--- src/rtl/raster_pkg.sv ---
package raster_pkg;
  typedef enum logic [1:0] {
    HSRC_FLAT_A = 2'b00,
    HSRC_STRIPE = 2'b01,
    HSRC_TICK   = 2'b10,
    HSRC_FLAT_B = 2'b11
  } hsrc_e;
endpackage

--- src/rtl/raster_divchain.sv ---
module raster_divchain #(
  parameter int STAGE_W = 4,
  parameter int NSTAGE  = 2,
  localparam int POS_W  = STAGE_W * NSTAGE
) (
  input  logic             clk,
  input  logic             rst_n,
  output logic [POS_W-1:0] pos_o,
  output logic             tick_o
);
  logic [NSTAGE:0] stage_en;
  assign stage_en[0] = 1'b1;

  for (genvar g = 0; g < NSTAGE; g++) begin : g_stage
    logic [STAGE_W-1:0] cnt_q, cnt_d;
    always_comb begin
      cnt_d = cnt_q;
      if (stage_en[g]) cnt_d = cnt_q + 1'b1;
    end
    always_ff @(posedge clk or negedge rst_n) begin
      if (!rst_n) cnt_q <= '0;
      else        cnt_q <= cnt_d;
    end
    assign stage_en[g+1] = stage_en[g] & (&cnt_q);
    assign pos_o[g*STAGE_W +: STAGE_W] = cnt_q;
  end

  assign tick_o = stage_en[1];
endmodule

--- src/rtl/raster_hwin.sv ---
module raster_hwin #(
  parameter int POS_W     = 8,
  parameter int BLANK_LEN = 48,
  parameter int SYNC_OFS  = 8,
  parameter int SYNC_LEN  = 16,
  localparam int SYNC_END = SYNC_OFS + SYNC_LEN
) (
  input  logic             clk,
  input  logic             rst_n,
  input  logic [POS_W-1:0] pos_i,
  output logic             blank_d_o,
  output logic             blank_o,
  output logic             sync_o
);
  logic blank_q, sync_q, sync_d;

  always_comb begin
    blank_d_o = blank_q;
    if (pos_i == POS_W'(0))              blank_d_o = 1'b1;
    else if (pos_i == POS_W'(BLANK_LEN)) blank_d_o = 1'b0;
    sync_d = sync_q;
    if (pos_i == POS_W'(SYNC_OFS))       sync_d = 1'b1;
    else if (pos_i == POS_W'(SYNC_END))  sync_d = 1'b0;
  end

  always_ff @(posedge clk or negedge rst_n) begin
    if (!rst_n) begin
      blank_q <= 1'b1;
      sync_q  <= 1'b0;
    end else begin
      blank_q <= blank_d_o;
      sync_q  <= sync_d;
    end
  end

  assign blank_o = blank_q;
  assign sync_o  = sync_q;
endmodule

--- src/rtl/raster_pat.sv ---
module raster_pat #(
  parameter int POS_W      = 8,
  parameter int STRIPE_BIT = 4
) (
  input  logic [POS_W-1:0] pos_i,
  input  logic             tick_i,
  input  logic [1:0]       hsel_i,
  input  logic             vsel_i,
  input  logic             vbit_i,
  output logic             pat_o
);
  import raster_pkg::*;
  logic hsrc, vsrc;

  always_comb begin
    case (hsrc_e'(hsel_i))
      HSRC_STRIPE: hsrc = pos_i[STRIPE_BIT];
      HSRC_TICK:   hsrc = tick_i;
      default:     hsrc = 1'b1;
    endcase
    vsrc  = vsel_i ? vbit_i : 1'b1;
    pat_o = ~(hsrc & vsrc);
  end
endmodule

--- src/rtl/raster_line_gen.sv ---
module raster_line_gen #(
  parameter int STAGE_W   = 4,
  parameter int NSTAGE    = 2,
  parameter int BLANK_LEN = 48,
  parameter int SYNC_OFS  = 8,
  parameter int SYNC_LEN  = 16
) (
  input  logic       clk,
  input  logic       rst_n,
  input  logic [1:0] hsel_i,
  input  logic       vsel_i,
  input  logic       vbit_i,
  output logic       blank_o,
  output logic       sync_o,
  output logic       video_o
);
  localparam int POS_W = STAGE_W * NSTAGE;

  logic [POS_W-1:0] pos;
  logic             tick, blank_d, pat, video_q, video_d;

  raster_divchain #(.STAGE_W(STAGE_W), .NSTAGE(NSTAGE)) u_div (
    .clk(clk), .rst_n(rst_n), .pos_o(pos), .tick_o(tick));

  raster_hwin #(.POS_W(POS_W), .BLANK_LEN(BLANK_LEN), .SYNC_OFS(SYNC_OFS),
                .SYNC_LEN(SYNC_LEN)) u_hwin (
    .clk(clk), .rst_n(rst_n), .pos_i(pos), .blank_d_o(blank_d),
    .blank_o(blank_o), .sync_o(sync_o));

  raster_pat #(.POS_W(POS_W), .STRIPE_BIT(STAGE_W)) u_pat (
    .pos_i(pos), .tick_i(tick), .hsel_i(hsel_i), .vsel_i(vsel_i),
    .vbit_i(vbit_i), .pat_o(pat));

  always_comb video_d = blank_d ? 1'b0 : pat;

  always_ff @(posedge clk or negedge rst_n) begin
    if (!rst_n) video_q <= 1'b0;
    else        video_q <= video_d;
  end

  assign video_o = video_q;
endmodule

--- config.mk ---
export PLATFORM = sky130hd
export DESIGN_NAME = raster_line_gen
export DESIGN_NICKNAME = d
export VERILOG_FILES = /design/src/rtl/raster_pkg.sv /design/src/rtl/raster_divchain.sv /design/src/rtl/raster_hwin.sv /design/src/rtl/raster_pat.sv /design/src/rtl/raster_line_gen.sv
export SDC_FILE = /design/constraint.sdc
export NUM_CORES = 1
export LEC_CHECK = 0
export CORE_AREA = 2 2 39 41
export DETAILED_ROUTE_END_ITERATION = 6
export DIE_AREA = 0 0 41 43
export HOLD_SLACK_MARGIN = 0.15
export MAX_ROUTING_LAYER = met4
export PLACE_DENSITY = 0.76
export SLEW_MARGIN = 20
export SYNTH_ARGS = -nofsm -noshare
export SYNTH_HDL_FRONTEND = slang
export SYNTH_SLANG_ARGS = --single-unit
--- constraint.sdc ---
create_clock -name clk -period 4.1 [get_ports clk]
set_input_delay 1.025 -clock clk [delete_from_list [all_inputs] [get_ports clk]]
set_output_delay 1.025 -clock clk [all_outputs]
set_load 0.05 [all_outputs]
==> reports/metrics.csv, run 1 <==
stage,metric,value,unit
run_status,status,"finished, final reports clean",
layout,n_fill_cell,134,
power_and_ir_drop,swShare,0.218,
place,hpwl,684,um
cts,post-cts-setup-buffer-count,0,
setup_path,critPathRequiredTime,3.07,ns
floorplanning,core.rowCount,14,
cts,cts_buffers,3,
setup_path,crit_cells,1,
sta,worst_slack,1.48,ns
sta,hold_viol_final,0,
cts,cts_repair_resize_count,0,
synth,async_flop_share,1.00,
floorplanning,die-area,0.00176,sq mm
layout,antennaDiodeCount,0,
power_and_ir_drop,clkPwrFrac,0.362,
setup_path,cp_slowest_stage_delay,0.79,ns
floorplanning,core_region_area,0.00138,sq mm
setup_path,startpoint,u_hwin.blank_o,
setup_path,worst-path-buf-inv,1,
setup_path,cp-start-kind,flip-flop,
synth,syn_inst,45,
setup_path,worst-path-max-fanout,3,
cts,clock-root-buffer,clkbuf_4,
power_and_ir_drop,ir_drop,0.133,mV
grt,first_global_vias,365,
sta,relSlewSlack,0.672,
synth,synthTopCellsByArea,"dfrtp_1 45%, ha_1 16%, xnor2_1 6.3%",
sta,fin_tns_setup,0,ns
power_and_ir_drop,p_per_area,298,mW/mm^2
setup_path,cp_slowest_cell,clkdlybuf4s50_1,
detailed_routing,wl_per_cell,12.8,um
power_and_ir_drop,p_sw,43.2,uW
cts,clk_pin_slew,0.07,ns
synth,syn_area,552,sq um
synth,synth_edf_count,0,
synth,synth.top_cell.area_share,0.454,
grt,grt_overflow,0,
synth,ys_types,20,
sta,min_period,2.62,ns
setup_path,path_delay_family,buffers and inverters,
synth,synth_seq_area_share,0.501,
floorplanning,die_y,43,um
cts,cts.htree.levels,1,
grt,grt_pass1_wl,1.54,mm
power_and_ir_drop,leakage,0.000322,uW
hold_path,hold_class,reg -> reg,
floorplanning,initial_utilization,0.399,
synth,synth_top_area_cell,dfrtp_1,
hold_path,min_from,u_div.g_stage[0].cnt_q[0],
cts,clockBufferDepth,2,
setup_path,r2r_start,u_div.g_stage[0].cnt_q[0],
cts,cts_tree,built,
synth,synthesis.nets,58,
power_and_ir_drop,p_comb_frac,0.085,
sta,post-route-period-util,0.639,
grt,antenna_found_initial,0,
place,gp_congestion,0.671,
setup_path,regToRegSetupSlack,2.49,ns
sta,drv_slew,0,
floorplanning,fp.dieW,41,um
detailed_routing,route.detailed.drc,0,
cts,holdBufCountCts,0,
detailed_routing,drt_pre_antenna_iters,4,
layout,fin_nets,70,
layout,syn_to_final_growth,20.9,%
power_and_ir_drop,seqPwrFrac,0.554,
setup_path,critPathArrivalTime,1.60,ns
detailed_routing,drt.antenna.violating_nets,0,
layout,drive_above_1_share,0.0893,
place,dp_slack,1.53,ns
setup_path,path_class,reg -> out,
detailed_routing,routed_wl,924,um
sta,finalClockSkew,0.000615,ns
grt,grt_usage,0.138,
synth,synth-seq-cells,11,
sta,finalSetupViolCount,0,
cts,clkSinkCount,11,
sta,rsz0062_at_grt,false,
sta,timing.fmax,0.381,GHz
detailed_routing,num_vias,361,
layout,final_util,0.482,
setup_path,path_cells,clkdlybuf4s50_1,
sta,worst_pin_slew,0.491,ns
power_and_ir_drop,p_int,155,uW
synth,ys_top_cells_by_count,"10 x dfrtp_1, 7 x ha_1, 6 x inv_1, 4 x xnor2_1",
floorplanning,ioPinCount,9,
synth,avgSynthCellArea,12.3,sq um
place,port_buffers,8,
flow_run,max_cap_violations,0,
hold_path,min_path_cells,1,
detailed_routing,drt_iter0_drc,1,
setup_path,rr_worst_depth,4,
synth,synthFlopType,dfrtp_1,
detailed_routing,drt-vias-per-instance,5.01,
cts,clk_latency,0.26,ns
synth,synth.most_common_cell,dfrtp_1,
setup_path,endpoint_kind,primary output,
grt,grt_max_degree,12,
synth,yosysWarnings,0,
## cell usage in the layout (no fill, tap or decap)
cell             netlist  routed
inv_1                  6       6
dfstp_2                1       1
nand2b_1               1       1
clkdlybuf4s50_1        0       8
nand4_1                1       1
and2b_1                1       1
o21ai_1                1       1
xor2_1                 1       1
dfrtp_1               10      10
nand2_1                2       2
clkbuf_1               0       1
nand3_1                2       2
clkbuf_4               0       3
nor4b_2                1       1
a222oi_1               1       1
a221o_1                1       1
nand3b_1               1       1
a32o_1                 1       1
xnor2_1                4       4
a22o_1                 1       1
and3_1                 1       1
ha_1                   7       7
## cell type report
type                            count  area (sq um)  area share
Multi-Input combinational cell     27           241       0.362
Timing Repair Buffer                8          80.1       0.120
Inverter                            6          22.5      0.0338
Tap cell                           16          20.0      0.0300
Sequential cell                    11           277       0.415
Clock buffer                        4          26.3      0.0394
## layer usage
layer | vias up | GRT usage | wire length (um)
met2 | 8 | 0.209 | 492
met3 | 2 | 0.0471 | 31
met4 | 0 | 0.0800 | 12
met1 | 175 | 0.150 | 388
met5 | - | - | 0
li1 | 176 | - | -
## worst paths after layout
check | end
min in group asynchronous | u_hwin.sync_o
worst max-delay path | blank_o
worst min register to register | u_div.g_stage[0].cnt_q[0]
worst max register to register | video_o
worst min-delay path | u_div.g_stage[0].cnt_q[0]
max in group asynchronous | u_hwin.blank_o
## power by group through the flow
| stage | sequential (uW) | combinational, uW | clock, uW |
|---|---|---|---|
| finish | 110 | 16.8 | 71.8 |
| global route | 110 | 18.6 | 80.6 |
| CTS | 110 | 17.2 | 75.3 |
| detailed placement | 112 | 17.1 | 0 |
| global placement | 112 | 16.5 | 0 |
| floorplan | 116 | 3.29 | 0 |
## registers in the layout, indices dropped and copies added (netlist names)
register / cells
u_div.g_stage.cnt_q: 8
u_hwin.blank_o: 1
u_hwin.sync_o: 1
video_o: 1
## through the flow
step / total power, uW / std cells / hold slack, ns / area [sq um]
after CTS: 202 / 72 / 0.475 / 667
after detailed placement: 129 / 68 / 0.465 / 641
after global routing: 209 / 72 / 0.504 / 667
after floorplan: 119 / 45 / 0.442 / 552
after global placement: 128 / 68 / 0.456 / 641
final: 198 / 72 / 0.472 / 667
## cell families after synthesis
group	count (synthesis)	share of synthesized area
flops	11	0.501
buf+inv	7	0.0612
xor+xnor	5	0.0794
compound gates	5	0.0794
fa+ha+maj	7	0.159
simple gates	10	0.120
Power figures use the tool's default switching activity.
==> run 2: changes to the inputs <==
Settings changed: PLACE_DENSITY 0.76 to 0.78.
Clock period 4.1 ns to 2.4 ns, I/O delays scaled along.
==> reports/metrics.csv, run 2 (synthesis results as in run 1) <==
stage,metric,value,unit,change
run_status,status,"finished, final reports clean",,
detailed_routing,drt.antenna.violating_nets,0,,unchanged
setup_path,critPathArrivalTime,1.61,ns,about the same
layout,fin_area,667,sq um,unchanged
floorplanning,core.rowCount,14,,unchanged
cts,clk_latency,0.27,ns,about the same
detailed_routing,drt-vias-per-instance,5.13,,+2.2%
flow_run,max_cap_violations,0,,unchanged
sta,drv_slew,0,,unchanged
grt,grt_overflow,0,,unchanged
layout,final_cell_mix,"10 x dfrtp_1, 8 x clkdlybuf4s50_1, 7 x ha_1, 6 x inv_1, 4 x xnor2_1",,
cts,cts_repair_resize_count,0,,unchanged
detailed_routing,wl_per_cell,12.3,um,-4.1%
floorplanning,core_region_area,0.00138,sq mm,unchanged
power_and_ir_drop,ir_drop,0.202,mV,+52%
setup_path,cp_slowest_cell,clkdlybuf4s50_1,,
place,dp_slack,0.308,ns,-1.22 ns
cts,cts_buffers,3,,unchanged
sta,rsz0062_at_grt,false,,
power_and_ir_drop,leakage,0.000322,uW,unchanged
cts,clk_pin_slew,0.07,ns,about the same
setup_path,path_delay_family,buffers and inverters,,
sta,timing.fmax,0.453,GHz,
grt,grt_max_degree,12,,unchanged
floorplanning,ioPinCount,9,,unchanged
cts,clockBufferDepth,2,,unchanged
cts,post-cts-setup-buffer-count,0,,unchanged
floorplanning,fp.dieW,41,um,unchanged
floorplanning,die-area,0.00176,sq mm,unchanged
sta,worst_pin_slew,0.488,ns,-0.00294 ns
sta,finalClockSkew,0.00320,ns,+0.00259 ns
floorplanning,die_y,43,um,unchanged
detailed_routing,num_vias,369,,+2.2%
setup_path,cp-start-kind,flip-flop,,
sta,hold_viol_final,0,,unchanged
layout,fin_nets,70,,unchanged
detailed_routing,drt_pre_antenna_iters,4,,unchanged
grt,grt_usage,0.146,,+0.00758
grt,first_global_vias,376,,+3.0%
power_and_ir_drop,p_per_area,513,mW/mm^2,+73%
cts,cts_tree,built,,
setup_path,endpoint_kind,primary output,,
setup_path,critPathRequiredTime,1.80,ns,-1.27 ns
power_and_ir_drop,swShare,0.225,,+0.00725
floorplanning,initial_utilization,0.399,,unchanged
setup_path,worst-path-buf-inv,1,,unchanged
power_and_ir_drop,p_int,265,uW,+71%
cts,clock-root-buffer,clkbuf_4,,
grt,antenna_found_initial,0,,unchanged
layout,antennaDiodeCount,0,,unchanged
power_and_ir_drop,p_comb_frac,0.084,,about the same
layout,largest_reg_flops,8,,unchanged
cts,cts.htree.levels,1,,unchanged
detailed_routing,route.detailed.drc,0,,unchanged
place,hpwl,675,um,-1.4%
detailed_routing,drt_iter0_drc,3,,+2
place,port_buffers,8,,unchanged
place,gp_congestion,0.651,,-3.0%
sta,fin_tns_setup,0,ns,unchanged
hold_path,hold_class,reg -> reg,,
sta,min_period,2.21,ns,
layout,syn_to_final_growth,20.9,%,unchanged
place,place_area,641,sq um,unchanged
sta,relSlewSlack,0.673,,+0.00197
cts,holdBufCountCts,0,,unchanged
setup_path,path_class,reg -> out,,
power_and_ir_drop,p_sw,77.1,uW,+78%
detailed_routing,routed_wl,886,um,-4.1%
setup_path,path_cells,clkdlybuf4s50_1,,
power_and_ir_drop,clkPwrFrac,0.369,,+0.007
power_and_ir_drop,seqPwrFrac,0.548,,-0.006
cts,clkSinkCount,11,,unchanged
layout,final_common_cell,dfrtp_1,,
sta,finalSetupViolCount,0,,unchanged
sta,worst_slack,0.193,ns,-1.29 ns
layout,drive_above_1_share,0.0893,,unchanged
layout,regMostFlops,u_div.g_stage.cnt_q,,
setup_path,cp_slowest_stage_delay,0.79,ns,about the same
sta,post-route-period-util,0.920,,
setup_path,worst-path-max-fanout,3,,unchanged
grt,grt_pass1_wl,1.58,mm,+2.7%
==> run 2: cell counts in the layout (fill, tap and decap cells not counted) <==
Identical to the previous run, type by type.
==> run 2: cell type report <==
cell class                      instances  area (sq um)
Inverter                                6          22.5
Multi-Input combinational cell         27           241
Tap cell                               16          20.0
Sequential cell                        11           277
Timing Repair Buffer                    8          80.1
Fill cell                             143           717
Clock buffer                            4          26.3
==> run 2: power by group through the flow <==
stage	Clock [uW]	Sequential, uW	Combinational, uW
3_3_place_gp	0	191	28.2
6_report	126	188	28.6
4_1_cts	132	188	29.2
2_1_floorplan	0	198	5.62
3_5_place_dp	0	191	29.1
5_1_grt	142	188	32.0
==> run 2: path summary, 6_finish.rpt <==
path,startpoint,end,slack (ns),cells after the start
setup / recovery,u_hwin.blank_o,blank_o,0.19,1
hold / removal,u_div.g_stage[0].cnt_q[0],u_div.g_stage[0].cnt_q[0],0.47,1
setup reg to reg,u_div.g_stage[0].cnt_q[1],video_o,0.84,4
hold reg to reg,u_div.g_stage[0].cnt_q[0],u_div.g_stage[0].cnt_q[0],0.47,1
max in group asynchronous,rst_n,u_hwin.blank_o,1.39,1
min in group asynchronous,rst_n,video_o,0.66,1
==> run 2: routing by layer <==
| layer | routed length (um) | track usage | vias to the layer above |
|---|---|---|---|
| li1 | - | - | 177 |
| met3 | 33 | 0.0157 | 2 |
| met2 | 463 | 0.216 | 10 |
| met1 | 369 | 0.157 | 180 |
| met5 | 0 | - | - |
| met4 | 19 | 0.140 | 0 |
==> run 2: per-stage QoR <==
| stage | hold WS [ns] | instances | util | power [uW] |
|---|---|---|---|---|
| after floorplan | 0.304 | 45 | - | 203 |
| after global placement | 0.456 | 68 | 0.463 | 219 |
| after detailed placement | 0.465 | 68 | 0.463 | 220 |
| after CTS | 0.474 | 72 | 0.482 | 348 |
| after global routing | 0.505 | 72 | 0.482 | 362 |
| final | 0.472 | 72 | 0.482 | 342 |
==> run 3: changes to the inputs <==
Clock period 2.4 ns to 2 ns, I/O delays scaled along.
==> reports/metrics.csv, run 3 (synthesis results as in run 1) <==
stage,metric,value,unit,change
detailed_routing,drt.antenna.violating_nets,0,,unchanged
layout,fin_area,664,sq um,-0.38%
detailed_routing,drt_pre_antenna_iters,4,,unchanged
sta,worst_pin_slew,0.487,ns,-0.000901 ns
sta,post-route-period-util,0.956,,
floorplanning,die-area,0.00176,sq mm,unchanged
setup_path,worst-path-max-fanout,2,,-1
run_status,status,"finished, final reports clean",,
power_and_ir_drop,p_per_area,617,mW/mm^2,+20%
setup_path,cp_slowest_stage_delay,0.80,ns,about the same
setup_path,regToRegEndpoint,video_o,,
place,port_buffers,8,,unchanged
detailed_routing,routed_wl,963,um,+8.7%
sta,relSlewSlack,0.674,,about the same
setup_path,r2r_start,u_div.g_stage[0].cnt_q[0],,
sta,rsz0062_at_grt,false,,
sta,drv_slew,0,,unchanged
grt,grt_pass1_wl,1.60,mm,+1.3%
layout,regMostFlops,u_div.g_stage.cnt_q,,
setup_path,path_class,reg -> out,,
setup_path,regToRegSetupSlack,0.46,ns,-0.38 ns
cts,cts_tree,built,,
cts,clk_pin_slew,0.07,ns,about the same
cts,clkSinkCount,11,,unchanged
cts,cts_repair_resize_count,0,,unchanged
detailed_routing,num_vias,374,,+1.4%
layout,largest_reg_flops,8,,unchanged
detailed_routing,route.detailed.drc,0,,unchanged
layout,antennaDiodeCount,0,,unchanged
sta,finalSetupViolCount,0,,unchanged
setup_path,path_delay_family,buffers and inverters,,
place,dp_slack,0.0114,ns,-0.296 ns
layout,syn_to_final_growth,20.4,%,
layout,fin_nets,70,,unchanged
setup_path,rr_worst_depth,4,,unchanged
setup_path,worstSetupEndpoint,sync_o,,
cts,clock-root-buffer,clkbuf_4,,
layout,final_cell_mix,"10 x dfrtp_1, 7 x ha_1, 7 x clkdlybuf4s50_1, 6 x inv_1, 4 x xnor2_1",,
setup_path,path_cells,clkdlybuf4s50_1,,
sta,fin_tns_setup,0,ns,unchanged
detailed_routing,drt-vias-per-instance,5.19,,+1.4%
cts,post-cts-setup-buffer-count,0,,unchanged
power_and_ir_drop,leakage,0.000324,uW,+0.64%
setup_path,critPathRequiredTime,1.50,ns,-0.30 ns
setup_path,critPathArrivalTime,1.41,ns,-0.20 ns
floorplanning,die_y,43,um,unchanged
setup_path,worst-path-buf-inv,1,,unchanged
floorplanning,core_region_area,0.00138,sq mm,unchanged
floorplanning,initial_utilization,0.399,,unchanged
cts,cts_buffers,3,,unchanged
grt,first_global_vias,407,,+8.2%
layout,drive_above_1_share,0.107,,+0.0179
cts,clk_latency,0.26,ns,about the same
floorplanning,core.rowCount,14,,unchanged
cts,cts.htree.levels,1,,unchanged
grt,antenna_found_initial,0,,unchanged
floorplanning,fp.dieW,41,um,unchanged
hold_path,hold_class,reg -> reg,,
sta,hold_viol_final,0,,unchanged
cts,clockBufferDepth,2,,unchanged
sta,timing.fmax,0.523,GHz,
grt,grt_overflow,0,,unchanged
cts,holdBufCountCts,0,,unchanged
grt,grt_max_degree,12,,unchanged
place,hpwl,773,um,+15%
setup_path,cp-start-kind,flip-flop,,
sta,min_period,1.91,ns,
floorplanning,ioPinCount,9,,unchanged
setup_path,crit_cells,1,,unchanged
flow_run,max_cap_violations,0,,unchanged
grt,grt_usage,0.146,,-0.000303
detailed_routing,drt_iter0_drc,7,,+4
sta,worst_slack,0.0889,ns,-0.104 ns
setup_path,endpoint_kind,primary output,,
place,gp_congestion,0.651,,about the same
layout,final_common_cell,dfrtp_1,,
setup_path,startpoint,u_hwin.sync_o,,
setup_path,cp_slowest_cell,clkdlybuf4s50_1,,
power_and_ir_drop,ir_drop,0.270,mV,+33%
detailed_routing,wl_per_cell,13.4,um,+8.7%
sta,worst_hold_slack,0.473,ns,+0.000940 ns
sta,finalClockSkew,0.00742,ns,+0.00422 ns
place,place_area,638,sq um,-0.39%
-- run 3: cell count changes in the layout (fill, tap and decap cells not counted), sizes merged --
cell / delta
clkdlybuf4s50: -1
buf: +1
-- run 3: worst min-delay path by stage --
stage	startpoint	endpoint	slack (ns)	cells after the start
global route	u_div.g_stage[0].cnt_q[0]	u_div.g_stage[0].cnt_q[0]	0.51	1
CTS	u_div.g_stage[0].cnt_q[0]	u_div.g_stage[0].cnt_q[0]	0.48	1
floorplan	rst_n	u_div.g_stage[0].cnt_q[0]	0.20	0
detailed placement	u_div.g_stage[0].cnt_q[0]	u_div.g_stage[0].cnt_q[0]	0.46	1
finish	u_div.g_stage[0].cnt_q[0]	u_div.g_stage[0].cnt_q[0]	0.47	1
global placement	u_div.g_stage[0].cnt_q[0]	u_div.g_stage[0].cnt_q[0]	0.46	1
-- run 3: routing by layer --
layer	vias to the layer above	GRT usage	routed length (um)
li1	174	-	-
met1	187	0.140	386
met2	11	0.241	521
met3	2	0.0314	42
met4	0	0.100	14
met5	-	-	0
-- run 3: cell type report --
cell class | instances | area (sq um)
tap | 16 | 20.0
timing repair buffer | 8 | 77.6
clock buffer | 4 | 26.3
fill | 133 | 719
inverter | 6 | 22.5
multi-input combinational | 27 | 241
sequential | 11 | 277
-- run 3: where the power goes --
part,switching [uW],internal (uW)
combinational,18.5,17.1
sequential,0.508,225
clock,72.4,77.0
-- run 3: stage by stage --
step,cells,utilization,total power (uW)
2_1_floorplan,45,-,244
3_3_place_gp,68,0.461,263
3_5_place_dp,68,0.461,266
4_1_cts,72,0.480,416
5_1_grt,72,0.480,434
6_report,72,0.480,410
